`config.mk`:
```
export PLATFORM = sky130hd
export DESIGN_NAME = npc_unit
export DESIGN_NICKNAME = d
export VERILOG_FILES = /design/src/rtl/npc_pkg.sv /design/src/rtl/npc_imm_gen.sv /design/src/rtl/npc_cmp.sv /design/src/rtl/npc_unit.sv
export SDC_FILE = /design/constraint.sdc
export NUM_CORES = 1
export LEC_CHECK = 0
export CORE_AREA = 2 2 123 125
export DETAILED_ROUTE_END_ITERATION = 12
export DIE_AREA = 0 0 125 127
export GPL_ROUTABILITY_DRIVEN = 0
export PLACE_DENSITY = 0.69
export SYNTH_ARGS = -nofsm -noshare
export SYNTH_HDL_FRONTEND = slang
export SYNTH_SLANG_ARGS = --single-unit
```
`constraint.sdc`:
```
create_clock -name vclk -period 7.76
set_clock_uncertainty 0.15 [all_clocks]
set_input_delay 1.552 -clock vclk [all_inputs]
set_output_delay 1.552 -clock vclk [all_outputs]
set_load 0.005 [all_outputs]
```
`src/rtl/npc_pkg.sv`:
```
package npc_pkg;
  localparam logic [6:0] OP_BRANCH = 7'b1100011;
  localparam logic [6:0] OP_JAL    = 7'b1101111;
  localparam logic [6:0] OP_JALR   = 7'b1100111;

  typedef enum logic [2:0] {
    CMP_EQ   = 3'b000,
    CMP_NE   = 3'b001,
    CMP_RSV2 = 3'b010,
    CMP_RSV3 = 3'b011,
    CMP_LT   = 3'b100,
    CMP_GE   = 3'b101,
    CMP_LTU  = 3'b110,
    CMP_GEU  = 3'b111
  } cmp_e;

  typedef enum logic [1:0] {
    FLOW_SEQ,
    FLOW_BRANCH,
    FLOW_JAL,
    FLOW_JALR
  } flow_e;
endpackage

```
`src/rtl/npc_imm_gen.sv`:
```
module npc_imm_gen #(
  parameter int XLEN = 32
) (
  input  logic [31:7]     ifield_i,
  output logic [XLEN-1:0] imm_b_o,
  output logic [XLEN-1:0] imm_j_o,
  output logic [XLEN-1:0] imm_i_o
);
  localparam int BW = 13;
  localparam int JW = 21;
  localparam int IW = 12;

  logic [BW-1:0] raw_b;
  logic [JW-1:0] raw_j;
  logic [IW-1:0] raw_i;

  // offsets are reassembled from their scattered fields; bit 31 is the sign
  assign raw_b = {ifield_i[31], ifield_i[7], ifield_i[30:25], ifield_i[11:8], 1'b0};
  assign raw_j = {ifield_i[31], ifield_i[19:12], ifield_i[20], ifield_i[30:21], 1'b0};
  assign raw_i = ifield_i[31:20];

  assign imm_b_o = {{(XLEN-BW){raw_b[BW-1]}}, raw_b};
  assign imm_j_o = {{(XLEN-JW){raw_j[JW-1]}}, raw_j};
  assign imm_i_o = {{(XLEN-IW){raw_i[IW-1]}}, raw_i};

  always_comb begin

    imm_b_sign_chk: assert (imm_b_o[XLEN-1] == ifield_i[31])
      else $error("branch offset sign differs from instruction bit 31");

    imm_j_sign_chk: assert (imm_j_o[XLEN-1] == ifield_i[31])
      else $error("jump offset sign differs from instruction bit 31");
  end
endmodule

```
`src/rtl/npc_cmp.sv`:
```
module npc_cmp
  import npc_pkg::*;
#(
  parameter int XLEN = 32
) (
  input  logic [XLEN-1:0] lhs_i,
  input  logic [XLEN-1:0] rhs_i,
  input  cmp_e            mode_i,
  output logic            hit_o
);
  localparam int MSB = XLEN - 1;

  logic same, below_u, below_s;

  assign same    = (lhs_i == rhs_i);
  assign below_u = (lhs_i < rhs_i);
  assign below_s = ($signed(lhs_i) < $signed(rhs_i));

  always_comb begin
    unique case (mode_i)
      CMP_EQ:  hit_o = same;
      CMP_NE:  hit_o = !same;
      CMP_LT:  hit_o = below_s;
      CMP_GE:  hit_o = !below_s;
      CMP_LTU: hit_o = below_u;
      CMP_GEU: hit_o = !below_u;
      default: hit_o = 1'b0;
    endcase
  end

  always_comb begin

    signed_lt_chk: assert (!(mode_i == CMP_LT && lhs_i[MSB] != rhs_i[MSB])
                           || hit_o == lhs_i[MSB])
      else $error("signed compare ignores operand signs");

    unsigned_ge_chk: assert (!(mode_i == CMP_GEU && lhs_i[MSB] != rhs_i[MSB])
                             || hit_o == lhs_i[MSB])
      else $error("unsigned compare mishandles top bit");

    rsv_cmp_chk: assert (!(mode_i == CMP_RSV2 || mode_i == CMP_RSV3) || !hit_o)
      else $error("reserved compare code reported a hit");
  end
endmodule

```
`src/rtl/npc_unit.sv`:
```
module npc_unit
  import npc_pkg::*;
#(
  parameter int XLEN = 32
) (
  input  logic [XLEN-1:0] pc_i,
  input  logic [31:0]     instr_i,
  input  logic [XLEN-1:0] rs1_val_i,
  input  logic [XLEN-1:0] rs2_val_i,
  output logic [XLEN-1:0] next_pc_o,
  output logic            taken_o,
  output logic [XLEN-1:0] link_val_o,
  output logic            link_we_o
);
  localparam logic [XLEN-1:0] STEP = XLEN'(4);

  logic [6:0]      opcode;
  logic [2:0]      funct3;
  logic [4:0]      rd;
  flow_e           flow;
  logic [XLEN-1:0] imm_b, imm_j, imm_i;
  logic [XLEN-1:0] seq_pc, target, ind_sum;
  logic            cond_hit;

  assign opcode = instr_i[6:0];
  assign funct3 = instr_i[14:12];
  assign rd     = instr_i[11:7];

  always_comb begin
    flow = FLOW_SEQ;
    unique case (opcode)
      OP_BRANCH: flow = FLOW_BRANCH;
      OP_JAL:    flow = FLOW_JAL;
      OP_JALR:   flow = (funct3 == 3'b000) ? FLOW_JALR : FLOW_SEQ;
      default:   flow = FLOW_SEQ;
    endcase
  end

  npc_imm_gen #(.XLEN(XLEN)) u_imm (
    .ifield_i (instr_i[31:7]),
    .imm_b_o  (imm_b),
    .imm_j_o  (imm_j),
    .imm_i_o  (imm_i)
  );

  npc_cmp #(.XLEN(XLEN)) u_cmp (
    .lhs_i  (rs1_val_i),
    .rhs_i  (rs2_val_i),
    .mode_i (cmp_e'(funct3)),
    .hit_o  (cond_hit)
  );

  assign seq_pc  = pc_i + STEP;
  assign ind_sum = rs1_val_i + imm_i;

  always_comb begin
    taken_o = 1'b0;
    target  = seq_pc;
    unique case (flow)
      FLOW_BRANCH: begin taken_o = cond_hit; target = pc_i + imm_b; end
      FLOW_JAL:    begin taken_o = 1'b1;     target = pc_i + imm_j; end
      FLOW_JALR:   begin taken_o = 1'b1;     target = {ind_sum[XLEN-1:1], 1'b0}; end
      default:     begin taken_o = 1'b0;     target = seq_pc; end
    endcase
  end

  assign next_pc_o  = taken_o ? target : seq_pc;
  assign link_val_o = seq_pc;
  assign link_we_o  = (flow == FLOW_JAL || flow == FLOW_JALR) && (rd != 5'd0);

  always_comb begin

    seq_path_chk: assert (opcode == OP_BRANCH || opcode == OP_JAL || opcode == OP_JALR
                          || (!taken_o && next_pc_o == pc_i + STEP && !link_we_o))
      else $error("non-control opcode left the sequential path");

    jalr_even_chk: assert (!(opcode == OP_JALR && funct3 == 3'b000) || next_pc_o[0] == 1'b0)
      else $error("indirect jump target is odd");

    link_we_chk: assert (!link_we_o || ((opcode == OP_JAL || opcode == OP_JALR) && rd != 5'd0))
      else $error("return address write outside a jump");

    jal_taken_chk: assert (opcode != OP_JAL || (taken_o && next_pc_o[0] == pc_i[0]))
      else $error("direct jump not redirected or odd offset");
  end
endmodule

```
==> key figures <==
Power and ir drop
  – Combinational share of power: 1.000
  – Overall Power: 0.000497 W
  – Sw Pwr: between 0.0002 and 0.0003 W
  – Peak VDD IR: 0.0242 mV
  – Int Power: about 0.00024 W
  – Pwr dens: between 60 and 70 nW/um2
  – Part of the power in registers: 0
  – Clock power frac: 0
  – Sw frac: 0.511
  – P_leak: 3.37 nW

STA
  – Max_slew headroom: 0.399
  – Fin. Hold Viols: 0
  – Worst-Margin Slew: 0.901 ns
  – Slew Limit Fails: 0
  – Setup Viol. Count Final: 0
  – Post-Route Setup TNS: 0 ns
  – Max Clk Rate: 0.134 GHz
  – Period utilization: 0.964
  – Min Tclk post-route: 7.48 ns

Route
  – DR iter-0 viols: 470
  – Routed length per instance: 16.8 um
  – Via count: 6,867
  – DRC: 0
  – Vias per inst: about 5.7
  – Drt first pass iters: 5
  – Final ANT Viol Nets: 0
  – DRT Wirelength: 20,200 um

Setup path
  – Crit path from: instr_i[14]
  – WP data arrival: approximately 5.8 ns
  – WS Path Type: input port to output pin
  – Crit. End Element: output pin
  – WP data required: around 6.1 ns
  – WP buf/inv: 6
  – Crit-path max FO: 4
  – Crit path cell chain: clkdlybuf4s50_1 > nor3_2 > nor2b_1 > nor3_2 > inv_1 > ha_4 > mux2_2 > ha_1 > inv_1 > fa_2 > nor2b_1 > o31ai_2 > a211oi_2 > buf_4 > o41ai_4 > buf_4 > xnor2_1 > a22oi_1 > o21ai_0 > clkdlybuf4s50_1
  – Crit path largest cell delay: around 0.53 ns
  – Max stage delay cell, worst path: clkdlybuf4s50_1
  – Startpoint Class: input port
  – CP top delay family: buffers and inverters

Synthesis
  – Yosys warning count: 0
  – Netlist cell types: 67
  – Area fraction of the dominant cell type after synthesis: 0.227
  – Syn avg cell area: 6.68 um2
  – Synthesized instance count: 827
  – Net Count, Synth: 1,057
  – Largest cells by area after synthesis: ha_1, xnor2_1, a21oi_1
  – Mapped cell area: 5520 um2
  – Synth area leader: ha_1
  – Seq/Total Area, Yosys: 0

Place
  – DP HPWL: 17,200 um
  – PortBufs: 194

Flow run
  – Max cap viols: 0

Run status
  – Outcome: complete, no violations

Final layout
  – # nets final: 1,253
  – Diode count: 0
  – Fillers: 1,441
  – Register Area: 0 um2
  – Number of clock buffers in the layout: 0
  – Syn-to-layout area delta: 43.2%
  – FFs & Latches: 0
  – Share of layout cells above drive strength 1: 0.0656
  – Area of the multi-input gates: about 5200 um2

Global route
  – Pin count of the biggest net entering global routing: 38
  – Initial antenna violation count: 0
  – Vias in the first global route: 6,137
  – GRT overflow: 0
  – Gr usage total: 0.236
  – GR Util met2: 0.391
  – Met1 Usage GRT: 0.352
  – Global-route wire length before repair: roughly 32,000 um
  – Gr busiest metal: met2
  – Met3 Use GR: 0.0142

Die
  – Die W: about 130 um
  – Initial Utilization: 0.383
  – Row count: 44
  – Die footprint: 15,900 um2
  – Core area: between 10,000 and 15,000 um2
  – Boundary pin count: 194
  – Chip height: approximately 130 um

Worst hold path
  – Hold Path Class: input port to output pin
  – Worst Min Path Start: pc_i[0]

Clock tree
  – Hold_buf cts: 0
-- repair_timing --
action | in CTS | in global routing
pin swaps | 1 | 9
setup buffers | 0 | 4
gates resized for setup | 2 | 32
cloned | 0 | 0
endpoints found under the setup margin | 5 | 20
-- routing by layer --
metal  vias up  part of all wire
li1       3454                 -
met2       229              0.46
met4         0            0.0088
met3        19             0.061
met5         -                 0
met1      3165              0.47
-- power groups by stage --
stage               sequential (W)  combinational [W]  clock (W)
floorplan                        0           0.000274          0
global placement                 0           0.000476          0
CTS                              0           0.000481          0
finish                           0           0.000497          0
detailed placement               0           0.000477          0
global route                     0           0.000544          0
-- cell usage after synthesis, types with 3 or more instances --
cell,count
o2111ai_1,5
a21o_1,11
o21a_1,7
or3_1,6
and2_1,3
a2111oi_0,4
xor2_1,27
o41ai_1,3
a221o_1,4
and3_1,9
nand2b_1,10
nand4_1,23
nor3_1,17
nor2_1,68
nor4_1,3
nor2b_1,8
a22oi_1,13
inv_1,66
buf_4,4
or4_1,3
a211o_1,5
a211oi_1,10
a21oi_1,77
o21ai_0,57
a31oi_1,16
mux2i_1,5
and4_1,5
xnor2_1,45
nand3_1,31
clkbuf_1,23
mux2_2,8
o211ai_1,9
o2111a_1,3
nand2_1,84
o21bai_1,6
a221oi_1,5
ha_1,100
-- worst paths after layout --
| path | endpoint | slack (ns) | cells after the start |
|---|---|---|---|
| hold / removal | link_val_o[0] | 3.81 | 2 |
| setup / recovery | next_pc_o[15] | 0.28 | 20 |
-- kinds of logic after synthesis --
kind of cell | Yosys count | synth area share
compound gates | 264 | 0.312
xor+xnor | 73 | 0.117
fa+ha+maj | 102 | 0.234
buf+inv | 98 | 0.0729
mux | 13 | 0.0254
simple gates | 277 | 0.239
-- layout by cell type, fill, tap and decap left out, types with 16 or more instances in the layout --
master           instances
clkdlybuf4s50_1        189
ha_1                    99
nand2_1                 84
a21oi_1                 76
nor2_1                  68
inv_1                   65
o21ai_0                 54
xnor2_1                 45
nand3_1                 31
buf_4                   30
xor2_1                  27
nand4_1                 23
a31oi_1                 16
-- layout make-up --
class / count / share of cell area
timing repair buffer: 225 / 0.277
inverter: 67 / 0.0321
multi-input combinational: 729 / 0.662
tap: 184 / 0.0291
-- metrics by stage --
step / hold WS (ns) / worst slack (ns) / utilization / instance area (um2) / cells
2_1_floorplan: 3.00 / 1.04 / - / 5520 / 827
3_3_place_gp: 3.82 / 0.0252 / 0.537 / 7750 / 1201
5_1_grt: 3.84 / -0.00379 / 0.548 / 7910 / 1205
4_1_cts: 3.82 / 0.00388 / 0.538 / 7750 / 1201
3_5_place_dp: 3.82 / -0.0798 / 0.537 / 7750 / 1201
6_report: 3.81 / 0.276 / 0.548 / 7910 / 1205
Note: power is estimated with default switching activity, not from simulation.
